<file path="config.mk">
export PLATFORM = sky130hd
export DESIGN_NAME = pci_tgt_term
export DESIGN_NICKNAME = d
export VERILOG_FILES = /design/src/rtl/pci_tgt_pkg.sv /design/src/rtl/pci_tgt_claim.sv /design/src/rtl/pci_tgt_lat_timer.sv /design/src/rtl/pci_tgt_seq.sv /design/src/rtl/pci_tgt_term.sv
export SDC_FILE = /design/constraint.sdc
export NUM_CORES = 1
export LEC_CHECK = 0
export ABC_AREA = 0
export BUFFER_PORTS_ARGS = -buffer_cell sky130_fd_sc_hd__buf_2
export CORE_MARGIN = 4
export CORE_UTILIZATION = 27
export DETAILED_ROUTE_END_ITERATION = 10
export GPL_TIMING_DRIVEN = 0
export SLEW_MARGIN = 20
export SYNTH_ARGS = -nofsm -noshare
export SYNTH_HDL_FRONTEND = slang
export SYNTH_SLANG_ARGS = --single-unit
</file>
<file path="constraint.sdc">
create_clock -name clk -period 1.6 [get_ports clk]
set_clock_uncertainty 0.1 [all_clocks]
set_input_delay 0.16 -clock clk [delete_from_list [all_inputs] [get_ports clk]]
set_output_delay 0.16 -clock clk [all_outputs]
set_load 0.005 [all_outputs]
</file>
<file path="src/rtl/pci_tgt_pkg.sv">
package pci_tgt_pkg;
  typedef enum logic [2:0] {
    ST_IDLE,
    ST_HOLD,
    ST_DEC,
    ST_DATA,
    ST_TERM
  } tgt_state_e;
endpackage

</file>
<file path="src/rtl/pci_tgt_claim.sv">
module pci_tgt_claim (
  input  logic clk,
  input  logic rst,
  input  logic frame_n,
  input  logic irdy_n,
  input  logic devsel_n,
  input  logic addr_hit,
  input  logic cfg_space,
  input  logic host_mode,
  input  logic cfg_lock,
  output logic start,
  output logic claim,
  output logic lock_retry,
  output logic b2b_delay
);
  logic frame_q, irdy_q, dsl_q;

  // bus history one edge back, used for start and back-to-back detection
  always_ff @(posedge clk) begin
    if (rst) begin
      frame_q <= 1'b1;
      irdy_q  <= 1'b1;
      dsl_q   <= 1'b1;
    end else begin
      frame_q <= frame_n;
      irdy_q  <= irdy_n;
      dsl_q   <= devsel_n;
    end
  end

  assign start      = !frame_n && frame_q;
  assign claim      = addr_hit && !(host_mode && cfg_space);
  assign lock_retry = !host_mode && cfg_lock && cfg_space;
  assign b2b_delay  = !irdy_q && dsl_q;
endmodule

</file>
<file path="src/rtl/pci_tgt_lat_timer.sv">
module pci_tgt_lat_timer #(
  parameter int LAT_CLKS = 16
) (
  input  logic clk,
  input  logic rst,
  input  logic accept,
  input  logic run,
  output logic expired
);
  localparam int CW = $clog2(LAT_CLKS + 1);
  localparam logic [CW-1:0] LIMIT = CW'(LAT_CLKS);

  logic [CW-1:0] cnt;

  always_ff @(posedge clk) begin
    if (rst)                      cnt <= '0;
    else if (accept)              cnt <= CW'(1);
    else if (run && cnt != LIMIT) cnt <= cnt + CW'(1);
  end

  assign expired = (cnt == LIMIT);

  AST_LAT_FRESH: assert property (@(posedge clk) disable iff (rst)
    accept |=> !expired);
endmodule

</file>
<file path="src/rtl/pci_tgt_seq.sv">
module pci_tgt_seq
  import pci_tgt_pkg::*;
(
  input  logic clk,
  input  logic rst,
  input  logic start,
  input  logic claim,
  input  logic lock_retry,
  input  logic b2b_delay,
  input  logic frame_n,
  input  logic irdy_n,
  input  logic cmd_read,
  input  logic data_ready,
  input  logic stop_req,
  input  logic rd_corrupt,
  input  logic addr_perr,
  input  logic data_perr,
  input  logic lat_en,
  input  logic lat_expired,
  output logic accept,
  output logic timer_run,
  output logic devsel_n,
  output logic trdy_n,
  output logic stop_n,
  output logic int_abort
);
  tgt_state_e st;
  logic rd_q, lock_q, fd_q;
  logic xfer, abort_now, late_now;

  assign accept    = (st == ST_IDLE) && start && claim;
  assign timer_run = (st != ST_IDLE) && !fd_q;
  assign xfer      = !trdy_n && !irdy_n;
  assign abort_now = rd_q && data_ready && rd_corrupt;
  assign late_now  = lat_en && lat_expired && !fd_q && !xfer;

  always_ff @(posedge clk) begin
    if (rst) begin
      st        <= ST_IDLE;
      devsel_n  <= 1'b1;
      trdy_n    <= 1'b1;
      stop_n    <= 1'b1;
      int_abort <= 1'b0;
      rd_q      <= 1'b0;
      lock_q    <= 1'b0;
      fd_q      <= 1'b0;
    end else begin
      int_abort <= 1'b0;
      case (st)
        ST_IDLE: begin
          if (accept) begin
            rd_q      <= cmd_read;
            lock_q    <= lock_retry;
            fd_q      <= 1'b0;
            int_abort <= addr_perr;
            st        <= b2b_delay ? ST_HOLD : ST_DEC;
          end
        end
        ST_HOLD: st <= ST_DEC;
        ST_DEC: begin
          devsel_n <= 1'b0;
          if (lock_q) begin
            stop_n <= 1'b0;
            st     <= ST_TERM;
          end else begin
            st <= ST_DATA;
          end
        end
        ST_DATA: begin
          if (xfer) begin
            fd_q <= 1'b1;
            if (!rd_q && data_perr) int_abort <= 1'b1;
          end
          if (xfer && frame_n) begin
            devsel_n <= 1'b1;
            trdy_n   <= 1'b1;
            stop_n   <= 1'b1;
            st       <= ST_IDLE;
          end else if (xfer && !stop_n) begin
            trdy_n <= 1'b1;
            st     <= ST_TERM;
          end else if (!trdy_n && !xfer) begin
            trdy_n <= 1'b0;
          end else if (abort_now) begin
            devsel_n <= 1'b1;
            trdy_n   <= 1'b1;
            stop_n   <= 1'b0;
            st       <= ST_TERM;
          end else if (data_ready) begin
            trdy_n <= 1'b0;
            stop_n <= !stop_req;
          end else if (late_now) begin
            trdy_n <= 1'b1;
            stop_n <= 1'b0;
            st     <= ST_TERM;
          end else begin
            trdy_n <= 1'b1;
          end
        end
        ST_TERM: begin
          if (frame_n) begin
            devsel_n <= 1'b1;
            trdy_n   <= 1'b1;
            stop_n   <= 1'b1;
            st       <= ST_IDLE;
          end
        end
        default: st <= ST_IDLE;
      endcase
    end
  end

  AST_TRDY_NEEDS_DEVSEL: assert property (@(posedge clk) disable iff (rst)
    !trdy_n |-> !devsel_n);
  AST_STOP_HELD: assert property (@(posedge clk) disable iff (rst)
    (!stop_n && !frame_n) |=> !stop_n);
  AST_ABORT_AFTER_DEVSEL: assert property (@(posedge clk) disable iff (rst)
    (!stop_n && devsel_n && $past(stop_n)) |-> !$past(devsel_n));
  AST_PERR_NO_TABORT: assert property (@(posedge clk) disable iff (rst)
    int_abort |-> !(devsel_n && !stop_n));
endmodule

</file>
<file path="src/rtl/pci_tgt_term.sv">
module pci_tgt_term #(
  parameter int LAT_CLKS = 16
) (
  input  logic clk,
  input  logic rst,
  input  logic frame_n,
  input  logic irdy_n,
  input  logic addr_hit,
  input  logic cfg_space,
  input  logic cmd_read,
  input  logic host_mode,
  input  logic cfg_lock,
  input  logic lat_en,
  input  logic data_ready,
  input  logic stop_req,
  input  logic rd_corrupt,
  input  logic addr_perr,
  input  logic data_perr,
  output logic devsel_n,
  output logic trdy_n,
  output logic stop_n,
  output logic int_abort
);
  logic start, claim, lock_retry, b2b_delay;
  logic accept, timer_run, lat_expired;

  pci_tgt_claim u_claim (
    .clk        (clk),
    .rst        (rst),
    .frame_n    (frame_n),
    .irdy_n     (irdy_n),
    .devsel_n   (devsel_n),
    .addr_hit   (addr_hit),
    .cfg_space  (cfg_space),
    .host_mode  (host_mode),
    .cfg_lock   (cfg_lock),
    .start      (start),
    .claim      (claim),
    .lock_retry (lock_retry),
    .b2b_delay  (b2b_delay)
  );

  pci_tgt_lat_timer #(.LAT_CLKS(LAT_CLKS)) u_timer (
    .clk     (clk),
    .rst     (rst),
    .accept  (accept),
    .run     (timer_run),
    .expired (lat_expired)
  );

  pci_tgt_seq u_seq (
    .clk         (clk),
    .rst         (rst),
    .start       (start),
    .claim       (claim),
    .lock_retry  (lock_retry),
    .b2b_delay   (b2b_delay),
    .frame_n     (frame_n),
    .irdy_n      (irdy_n),
    .cmd_read    (cmd_read),
    .data_ready  (data_ready),
    .stop_req    (stop_req),
    .rd_corrupt  (rd_corrupt),
    .addr_perr   (addr_perr),
    .data_perr   (data_perr),
    .lat_en      (lat_en),
    .lat_expired (lat_expired),
    .accept      (accept),
    .timer_run   (timer_run),
    .devsel_n    (devsel_n),
    .trdy_n      (trdy_n),
    .stop_n      (stop_n),
    .int_abort   (int_abort)
  );
endmodule

</file>
Word-level counts from Yosys, hierarchy flattened
Index checks and enable logic that the tools add are counted.
- register bits after elaboration: 18
- output and inout port bits: 4
- add/subtract/negate cells: 1
- eq/ne operators: 17
- multiplexer cells: 40
- reduce and logical (&&, ||, !) cells: 44
- operator list (kind ; number):
    $mux W3 ; 9
    $mux W1 ; 24
    $logic_and A1 B1 Y1 ; 20
    $pmux W3 S5 ; 1
    $logic_not A1 Y1 ; 11
    $ne A5 B2 Y1 const B ; 2
    $reduce_and A5 Y1 ; 2
    $eq A3 B2 Y1 const B ; 2
    $ne A3 B2 Y1 const B ; 2
    $pmux W1 S2 ; 3
    $pmux W1 S3 ; 2
    $reduce_and A6 Y1 ; 1
    $reduce_bool A2 Y1 ; 3
    $reduce_bool A3 Y1 ; 2
    $add A5 B1 Y5 const B ; 1
    $eq A5 B5 Y1 const B ; 1
    $ne A5 B1 Y1 const B ; 1
    $ne A5 B5 Y1 const B ; 1
    $ne A2 B1 Y1 const B ; 2
    $ne A2 B2 Y1 const B ; 2
    $ne A4 B2 Y1 const B ; 1
    $reduce_and A2 Y1 ; 2
    $eq A3 B1 Y1 const B ; 1
    $eq A3 B3 Y1 const B ; 1
    other kinds (5) ; 5

Depth between registers and ports, before layout
Gate-level depths: netlist (run 1).
- depth in word-level cells: 11
- mapped depth: 7
- gate-level depth less buffers: 7

By module
Synthesis (run 1) repeated with hierarchy kept, for this count alone.
- cells, all modules: 117
- area total of the unflattened synthesis: 1044.8 sq um
- modules (own cells, without submodules) (module ; times used ; cells each ; area each (sq um)):
    pci_tgt_seq ; 1 ; 78 ; 665.6
    pci_tgt_lat_timer ; 1 ; 29 ; 271.5
    pci_tgt_claim ; 1 ; 10 ; 107.6

Worst setup path before layout (run 1)
Ideal clock, no wire load.
- path kind: flip-flop to flip-flop
- start point: register u_timer.cnt[0]
- end point: register u_seq.stop_n
- arrival time: 1.524 ns
- data required time: 1.428 ns
- path slack: -0.095 ns
- cell stages (with the launch flop): 8
- cells stage by stage: dfxtp_1 > inv_1 > ha_1 > nor4bb_1 > and4bb_2 > or3_1 > nand3_1 > mux2i_1
- longest elaborated chain between the ends: 6
- RTL lines (what ; RTL line ; text):
    from (decl) ; pci_tgt_lat_timer.sv:13 ; logic [CW-1:0] cnt;
    from (signal assigned) ; pci_tgt_lat_timer.sv:18 ; else if (run && cnt != LIMIT) cnt <= cnt + CW'(1);
    $eq A5 B5 Y1 ; pci_tgt_lat_timer.sv:21 ; assign expired = (cnt == LIMIT);
    $logic_and A1 B1 Y1 (3 in a row) ; pci_tgt_seq.sv:35 ; assign late_now = lat_en && lat_expired && !fd_q && !xfer;
    $ne A5 B2 Y1 (no source line) ; -- ;
    $reduce_and A6 Y1 (no source line) ; -- ;
    to (signal assigned) ; pci_tgt_seq.sv:91 ; stop_n <= !stop_req;
    to (decl) ; pci_tgt_seq.sv:24 ; output logic stop_n,
No other way between the ends.
A chain may end at the register's enable or synchronous reset.

Worst setup path in the final report (run 1)
- start point: register u_seq.st[0]
- end point: register u_seq.lock_q
- longest elaborated chain between the ends: 4
- RTL lines (what ; RTL line ; text):
    from (decl) ; pci_tgt_seq.sv:27 ; tgt_state_e st;
    from (signal assigned) ; pci_tgt_seq.sv:56 ; st <= b2b_delay ? ST_HOLD : ST_DEC;
    $logic_not A3 Y1 * ; pci_tgt_seq.sv:31, pci_tgt_seq.sv:49 ;
    $logic_and A1 B1 Y1 (2 in a row) ; pci_tgt_seq.sv:31 ; assign accept = (st == ST_IDLE) && start && claim;
    $reduce_and A2 Y1 (no source line) * ; -- ;
    to (signal assigned) ; pci_tgt_seq.sv:53 ; lock_q <= lock_retry;
    to (decl) ; pci_tgt_seq.sv:28 ; logic rd_q, lock_q, fd_q;
Mark *: on every way between the ends. The rest lies on a longest branch, timed or not.

==> impl_metrics.tcl, run 1 <==
set metrics [dict create \
    drc_errors 0 \
    cts_tree "built" \
    cts_sinks 18 \
    cp-end-kind "flop" \
    rows 21 \
    worstPathRequired_ns 1.69 \
    power_w 0.00157 \
    antenna_found_initial 0 \
    critPathKind "reg -> reg" \
    hold_class "in -> reg" \
    post-dp-hpwl_um 1860 \
    synthDistinctLibCells 41 \
    grtUsageTotal 0.113 \
    place_area_sq_um 1150 \
    ir_worst_vdd_mv 0.318 \
    grt_max_degree 11 \
    finalSetupTns_ns -0.706 \
    yosysMostFrequentCell "dfxtp_1" \
    dr.pass1.iters 4 \
    violations "negative setup slack" \
    status "finished with violations" \
    globalRouteOverflowTotal 0 \
    grt_pass1_wl_um 4440 \
    portBuffers 17 \
    nets 172 \
    cts_htree_levels 1 \
    via_count 993 \
    max_freq_ghz 0.574 \
    cts-root-buf "clkbuf_8" \
    synth-seq-cells 18 \
    relSlewSlack 0.641 \
    path_clk_slew_ns 0.07 \
    gp_congestion 0.880 \
    synth.yosys.seq_area_share 0.357 \
    leakage_nw 0.517 \
    core_area_sq_um 3470 \
    fin_ws_ns -0.142 \
    yosysTopAreaCell "dfxtp_1" \
    cts_buffers 3 \
    cp_slowest_stage_delay_ns 0.57 \
    ctsHoldBuffers 0 \
    cts_buffer_depth 2 \
    max_cap_viol_count 0 \
    holdWs_ns 0.0441 \
    worstSetupStartpointType "flop" \
    synth_edf_count 0 \
    syn-cell-area_sq_um 1010 \
    drtIter0Drc 72 \
    ys.flop_type "dfxtp_1" \
    wl_per_cell_um 12.8 \
    max_slew.worst_pin.slew_ns 0.539 \
    fin_util 0.391 \
    crit_chain "or3_4 -> or4b_4 -> nor3_4 -> a21oi_2 -> nor2_1" \
    report.final.slew_viol_count 0 \
    synthTopCellsByCount "dfxtp_1 (18), nor2_1 (17), nand2_1 (13)" \
    insertion_delay_ns 0.25 \
    yosys_warnings 0 \
    fp.dieH_um 69.1 \
    grt_setup_unrepaired "true" \
    viasPerCell 4.99 \
    synth_top_area_share 0.357 \
    ys_async_sr_fraction 0 \
    hold_viol 0 \
    syn_nets 145 \
    io_pins 19 \
    start_util 0.291 \
    grt_pass1_vias 983 \
    syn_avg_cell_area_sq_um 7.88 \
    ant_nets 0 \
    powerDensity_nw_per_um2 1160 \
    diodes 0 \
    ys_top_cells_by_area "dfxtp_1 (36%), nor2_1 (6.3%), nor3_1 (5.0%), nand2_1 (4.8%), a21oi_1 (4.0%)" \
    dieArea_sq_um 4780 \
    drt_wl_total_um 2550 \
    cp_max_fo 5 \
    drive_above_1_share 0.386 \
    fin_crit_ns 1.74 \
    netlist_instances 128 \
    setup_viol 9 \
    slowest_stage "or4b_4" \
    area_growth_pct 34.5 \
    fin_crit_sh 1.09 \
    arrival_ns 1.83 \
    fp.dieW_um 69.1 \
    fin_area_sq_um 1360 \
]
## per-stage QoR
step | setup slack [ns] | std cells
2_1_floorplan | -0.0572 | 128
3_3_place_gp | -0.296 | 191
3_5_place_dp | -0.355 | 191
4_1_cts | -0.160 | 198
5_1_grt | -0.221 | 199
6_report | -0.142 | 199
## critical path, delay by kind of cell, from the launching register on
kind | cells | cell delay, ns
flip-flops | 1 | 0.33
AND/OR/NAND/NOR | 4 | 1.20
AO/OA/AOI/OAI | 1 | 0.04
## timing repair
item / CTS / global route
endpoints found under the setup margin: 11 / 14
pin swaps: 15 / 4
gates resized for setup: 22 / 8
setup buffers: 5 / 1
## cell type report
cell class	count	area (sq um)
sequential	18	364
timing repair buffer	23	134
inverter	4	15.0
tap	46	57.6
clock buffer	3	41.3
buffer	5	21.3
fill	379	2110
multi-input combinational	100	723
## path summary, 6_finish.rpt
kind                               start                   endpoint  slack, ns  cells past startpoint
max             u_seq.st[0]$_SDFFE_PP0P_  u_seq.lock_q$_SDFFE_PP0P_      -0.14                      5
min                             cmd_read    u_seq.rd_q$_SDFFE_PP0P_       0.04                      3
max reg2reg     u_seq.st[0]$_SDFFE_PP0P_  u_seq.lock_q$_SDFFE_PP0P_      -0.14                      5
min reg2reg  u_seq.devsel_n$_SDFFE_PP1P_   u_claim.dsl_q$_SDFF_PP1_       0.37                      1
## per-layer routing
metal / wire length [um] / GRT usage / vias to the layer above
met5: 0 / 0 / -
li1: - / - / 511
met3: 41 / 0.0189 / 4
met4: 33 / 0.0521 / 0
met2: 1310 / 0.186 / 10
met1: 1160 / 0.142 / 468
## kinds of logic (layout without fill, tap and decap cells)
logic type	after synthesis	in the layout	synth area share
and+or+nand+nor	69	69	0.381
AOI/OAI and AO/OA	24	24	0.153
DFF	18	18	0.357
buffers and inverters	10	35	0.0385
xor gates and xnor gates	3	3	0.0261
adders and majority gates	2	2	0.0248
muxes	2	2	0.0199
## registers in the layout, indices dropped and copies added, names as in the netlist
register and cells:
u_timer.cnt 5, u_seq.st 3, u_claim.dsl_q 1, u_claim.frame_q 1, u_claim.irdy_q 1, u_seq.devsel_n 1, u_seq.fd_q 1, u_seq.int_abort 1
u_seq.lock_q 1, u_seq.rd_q 1, u_seq.stop_n 1, u_seq.trdy_n 1
## layout by cell type (no fill, tap or decap), types with 3 or more instances in the layout
cell	instances
a21oi_1	5
a21oi_2	3
buf_2	19
buf_4	5
clkbuf_1	3
clkbuf_8	3
dfxtp_1	15
dfxtp_2	3
nand2_1	12
nand3_1	4
nor2_1	15
nor3_1	5
nor3_2	4
o21ai_0	3
o22ai_1	3
or2_2	3
## power breakdown
part | switching [W] | total [W] | internal, W
clock | 0.000149 | 0.000316 | 0.000167
sequential | 0.0000567 | 0.000569 | 0.000512
combinational | 0.000333 | 0.000685 | 0.000352
Power figures use the tool's default switching activity.
==> run 2: changes to the inputs <==
--- a/config.mk
+++ b/config.mk
@@ -7,6 +7,7 @@
 export LEC_CHECK = 0
 export ABC_AREA = 0
 export BUFFER_PORTS_ARGS = -buffer_cell sky130_fd_sc_hd__buf_2
+export CORE_ASPECT_RATIO = 1.1
 export CORE_MARGIN = 4
 export CORE_UTILIZATION = 27
 export DETAILED_ROUTE_END_ITERATION = 10
==> constraint.sdc (replaced) <==
create_clock -name clk -period 1.8 [get_ports clk]
set_clock_uncertainty 0.1 [all_clocks]
set_input_delay 0.18 -clock clk [delete_from_list [all_inputs] [get_ports clk]]
set_output_delay 0.18 -clock clk [all_outputs]
set_load 0.01 [all_outputs]
==> run 2 against run 1 <==
The run now ends clean. Sequential power is 11% lower. Total power is 15% lower. Non-clock buffer count is 1 lower. Design area is 3.6% lower. Setup slack better by 0.15 ns. Sequential share of layout area is 1.1 points higher. Clock power is 8.5% higher. Global-route usage is 0.33 points lower. Largest cell class unchanged. Largest power group is now sequential cells. Highest routed layer unchanged.
==> impl_metrics.tcl, run 2 (same netlist as run 1, synthesis figures left out) <==
set metrics [dict create \
    relSlewSlack 0.664 \
    cp_max_fo 5 \
    nets 171 \
    fillers 404 \
    ir_worst_vdd_mv 0.632 \
    drc_errors 0 \
    worstSetupStartpointType "flop" \
    arrival_ns 1.89 \
    report.final.slew_viol_count 0 \
    grt_pass1_vias 889 \
    reg2reg_slack_ns 0.008 \
    cts_htree_levels 1 \
    insertion_delay_ns 0.26 \
    cts_buffer_depth 2 \
    worstPathRequired_ns 1.90 \
    grt_setup_unrepaired "true" \
    seq_area_sq_um 365 \
    largest_reg_flops 5 \
    cts-root-buf "clkbuf_8" \
    setup_viol 0 \
    io_pins 19 \
    hold_class "in -> reg" \
    viasPerCell 4.93 \
    fp.dieH_um 72.1 \
    critPathLaunch "u_seq.st[0]$_SDFFE_PP0P_" \
    cts_sinks 18 \
    area_growth_pct 29.7 \
    path_clk_slew_ns 0.07 \
    cts_tree "built" \
    fp.dieW_um 66.3 \
    fin_crit_sh 0.996 \
    powerDensity_nw_per_um2 1020 \
    post-dp-hpwl_um 1720 \
    cts_buffers 3 \
    max_freq_ghz 0.558 \
    antenna_found_initial 0 \
    grt_max_degree 11 \
    gp_congestion 0.792 \
    grt_pass1_wl_um 4110 \
    finalSetupTns_ns 0 \
    crit_end "u_seq.lock_q$_SDFFE_PP0P_" \
    grtUsageTotal 0.110 \
    drt_wl_total_um 2580 \
    diodes 0 \
    leakage_nw 0.503 \
    rows 23 \
    max_slew.worst_pin.slew_ns 0.500 \
    max_cap_viol_count 0 \
    portBuffers 17 \
    fin_crit_ns 1.79 \
    start_util 0.278 \
    timing.rr.start "u_seq.st[0]$_SDFFE_PP0P_" \
    cp-end-kind "flop" \
    rr_endpoint "u_seq.lock_q$_SDFFE_PP0P_" \
    drive_above_1_share 0.346 \
    globalRouteOverflowTotal 0 \
    hold_viol 0 \
    largestRegisters "u_timer.cnt: 5 flops, u_seq.st: 3 flops" \
    post-place-cells 195 \
    final_cell_mix "buf_2 (18), nor2_1 (16), dfxtp_1 (14), nand2_1 (13)" \
    fin_area_sq_um 1310 \
    ant_nets 0 \
    worst-r2r-cell-count 5 \
    core_area_sq_um 3630 \
    place_area_sq_um 1160 \
    final_cells 203 \
    status "complete, no violations" \
    dieArea_sq_um 4780 \
    final_common_cell "buf_2" \
    holdWs_ns 0.0480 \
    critPathKind "reg -> reg" \
    wl_per_cell_um 12.7 \
    regMostFlops "u_timer.cnt" \
    dr.pass1.iters 5 \
    multi_input_area_sq_um 666 \
    drtIter0Drc 29 \
    via_count 1000 \
]
==> run 2: final cells by class <==
class	count	area share
multi-input cells	100	0.509
flip-flops and latches	18	0.279
repair buffers	22	0.0938
well taps	50	0.0478
clock buffers	4	0.0421
plain buffers	5	0.0163
inverters	4	0.0115
==> run 2: where the power goes <==
group | internal, W | switching, W | leakage [nW]
sequential | 0.000456 | 0.0000503 | 0.148
clock | 0.000195 | 0.000148 | 0.0288
combinational | 0.000241 | 0.000241 | 0.326
total | 0.000892 | 0.000439 | 0.503
==> run 2: how the worst min path moves through the flow <==
stage                   start                    endpoint  slack (ns)  cells past startpoint
global route         cmd_read     u_seq.rd_q$_SDFFE_PP0P_        0.07                      3
detailed placement  addr_perr  u_seq.int_abort$_SDFF_PP0_        0.32                      3
floorplan              irdy_n   u_claim.irdy_q$_SDFF_PP1_        0.19                      1
global placement    addr_perr  u_seq.int_abort$_SDFF_PP0_        0.32                      3
finish              addr_perr  u_seq.int_abort$_SDFF_PP0_        0.05                      3
CTS                 addr_perr  u_seq.int_abort$_SDFF_PP0_        0.04                      3
==> run 2: critical path, cell delays in order (launching register included) <==
cell     delay [ns]
dfxtp_2        0.33
or3_4          0.40
or4b_4         0.55
nor3_4         0.23
a21oi_2        0.04
nor2_1         0.08
==> run 2: layer usage <==
| layer | vias to the layer above | routed length (um) | GRT usage | share of wire |
|---|---|---|---|---|
| li1 | 508 | - | - | - |
| met1 | 462 | 1150 | 0.145 | 0.45 |
| met2 | 25 | 1280 | 0.168 | 0.50 |
| met3 | 5 | 117 | 0.0341 | 0.045 |
| met4 | 0 | 31 | 0.0384 | 0.012 |
| met5 | - | 0 | 0 | 0 |
==> run 2: repair_timing <==
| action | 4_1_cts | 5_1_grt |
|---|---|---|
| gates resized for setup | 8 | 12 |
| setup buffers | 1 | 4 |
| hold buffers | 0 | 0 |
| endpoints found under the setup margin | 6 | 7 |
| pin swaps | 0 | 8 |
==> run 2: metrics by stage <==
step           utilization  setup WS (ns)  total power [W]
3_5_place_dp         0.319         -0.192         0.000884
4_1_cts              0.345        0.00323          0.00127
2_1_floorplan            -          0.105         0.000790
6_report             0.361        0.00764          0.00133
5_1_grt              0.361        -0.0424          0.00142
3_3_place_gp         0.319         -0.194         0.000889
==> run 3: changes to the inputs <==
--- a/config.mk
+++ b/config.mk
@@ -9,9 +9,10 @@
 export BUFFER_PORTS_ARGS = -buffer_cell sky130_fd_sc_hd__buf_2
 export CORE_ASPECT_RATIO = 1.1
 export CORE_MARGIN = 4
-export CORE_UTILIZATION = 27
+export CORE_UTILIZATION = 53
 export DETAILED_ROUTE_END_ITERATION = 10
 export GPL_TIMING_DRIVEN = 0
+export PLACE_DENSITY = 0.77
 export SLEW_MARGIN = 20
 export SYNTH_ARGS = -nofsm -noshare
 export SYNTH_HDL_FRONTEND = slang
==> run 3 against run 2 <==
Die area fell by 44%. First-iteration DRC count fell by 24%. Critical path depth fell by 1. Via count rose by 2.7%. Hold slack got worse by 0.041 ns. Design area fell by 5.3%. Final cell count fell by 17%. Count of clock-buffer cells in the layout fell by 1. Critical endpoint is now u_seq.fd_q$_SDFFE_PP0P_.
==> impl_metrics.tcl, run 3 (same netlist as run 1, synthesis figures left out) <==
set metrics [dict create \
    largest_reg_flops 5 \
    fin_crit_ns 1.76 \
    pre_cts_slack_ns -0.132 \
    drc_errors 0 \
    slowest_stage "or4b_4" \
    drt_wl_total_um 2380 \
    viasPerCell 6.08 \
    nets 170 \
    status "complete, no violations" \
    insertion_delay_ns 0.30 \
    path_clk_slew_ns 0.10 \
    dr.pass1.iters 4 \
    cp_max_fo 5 \
    drive_above_1_share 0.344 \
    wl_per_cell_um 14.1 \
    fin_ws_ns 0.0400 \
    grtUsageTotal 0.187 \
    area_growth_pct 22.8 \
    rows 16 \
    antenna_found_initial 0 \
    max_freq_ghz 0.568 \
    start_util 0.560 \
    crit_chain "or3_4 -> or4b_4 -> a21oi_1 -> nor2_1" \
    drtIter0Drc 22 \
    worstPathRequired_ns 1.88 \
    dieArea_sq_um 2670 \
    grt_setup_unrepaired "true" \
    gp_congestion 0.886 \
    cts-root-buf "clkbuf_4" \
    final_cell_mix "buf_2 (18), nor2_1 (16), nand2_1 (13), dfxtp_1 (13)" \
    cp_slowest_stage_delay_ns 0.59 \
    cts_buffers 3 \
    cts_buffer_depth 2 \
    cts_sinks 18 \
    via_count 1027 \
    core_area_sq_um 1800 \
    ir_worst_vdd_mv 0.840 \
    io_pins 19 \
    hold_depth 3 \
    hold_viol 0 \
    powerDensity_nw_per_um2 965 \
    fp.dieW_um 49.6 \
    fin_crit_sh 0.978 \
    setup_viol 0 \
    cp-end-kind "flop" \
    final_cells 169 \
    grt_pass1_wl_um 3780 \
    post-place-cells 163 \
    globalRouteOverflowTotal 0 \
    grt_pass1_vias 933 \
    fp.dieH_um 53.8 \
    regMostFlops "u_timer.cnt" \
    cts_htree_levels 1 \
    ant_nets 0 \
    final_common_cell "buf_2" \
    grt_max_degree 11 \
    worst-r2r-cell-count 4 \
    diodes 0 \
    hold_class "in -> reg" \
    largestRegisters "u_timer.cnt: 5 flops, u_seq.st: 3 flops" \
    worstSetupStartpointType "flop" \
    report.final.slew_viol_count 0 \
    max_cap_viol_count 0 \
    ctsHoldBuffers 0 \
    leakage_nw 0.486 \
    relSlewSlack 0.675 \
    arrival_ns 1.84 \
    post-dp-hpwl_um 1680 \
    cts_tree "built" \
    critPathKind "reg -> reg" \
    portBuffers 17 \
    max_slew.worst_pin.slew_ns 0.487 \
]
## run 3: changes by cell type in the layout (fill, tap and decap cells not counted), sizes merged
cell | previous run | this run
buf | 23 | 22
clkbuf | 8 | 7
## run 3: cell type report
cell class	instances	area, sq um
Timing Repair Buffer	21	115
Tap cell	18	22.5
Sequential cell	18	367
Clock buffer	3	22.5
Multi-Input combinational cell	100	676
Inverter	4	15.0
Buffer	5	21.3
Fill cell	149	563
## run 3: through the flow
stage	utilization	setup TNS (ns)	instance area, sq um	total power, W	hold WS [ns]
after floorplan	-	0	1010	0.000790	0.187
after global placement	0.619	-0.201	1120	0.000872	0.317
after detailed placement	0.619	-0.351	1120	0.000891	0.322
after CTS	0.653	0	1180	0.00113	0.00672
after global routing	0.688	-0.0767	1240	0.00128	0.0142
final	0.688	0	1240	0.00120	0.00695
## run 3: timing repair
item                                   in CTS  in global routing
resized for setup                           7                 14
buffers inserted                            2                  2
setup endpoints to repair                   6                  8
pin swaps                                   2                  7
cloned                                      0                  0
endpoints found under the hold margin       0                  0
## run 3: per-layer routing
layer / global-route usage / wire (um)
met1: 0.210 / 1030
met2: 0.322 / 1180
met3: 0.0360 / 89
met4: 0.134 / 78
met5: 0 / 0
## run 3: report_power, final
group | total (W) | leakage (nW) | internal, W | switching, W
clock | 0.000206 | 0.0138 | 0.0000781 | 0.000128
sequential | 0.000500 | 0.149 | 0.000456 | 0.0000440
combinational | 0.000490 | 0.323 | 0.000240 | 0.000250
## run 3: critical path, delay by kind of cell (launching register included)
| kind | cells | cell delay (ns) |
|---|---|---|
| compound gates | 1 | 0.17 |
| flops | 1 | 0.34 |
| simple gates | 3 | 1.03 |
## run 3: worst paths after layout
kind,startpoint,slack (ns),to
setup / recovery,u_seq.st[0]$_SDFFE_PP0P_,0.04,u_seq.fd_q$_SDFFE_PP0P_
hold / removal,addr_perr,0.007,u_seq.int_abort$_SDFF_PP0_
setup reg to reg,u_seq.st[0]$_SDFFE_PP0P_,0.04,u_seq.fd_q$_SDFFE_PP0P_
hold reg to reg,u_seq.devsel_n$_SDFFE_PP1P_,0.38,u_claim.dsl_q$_SDFF_PP1_
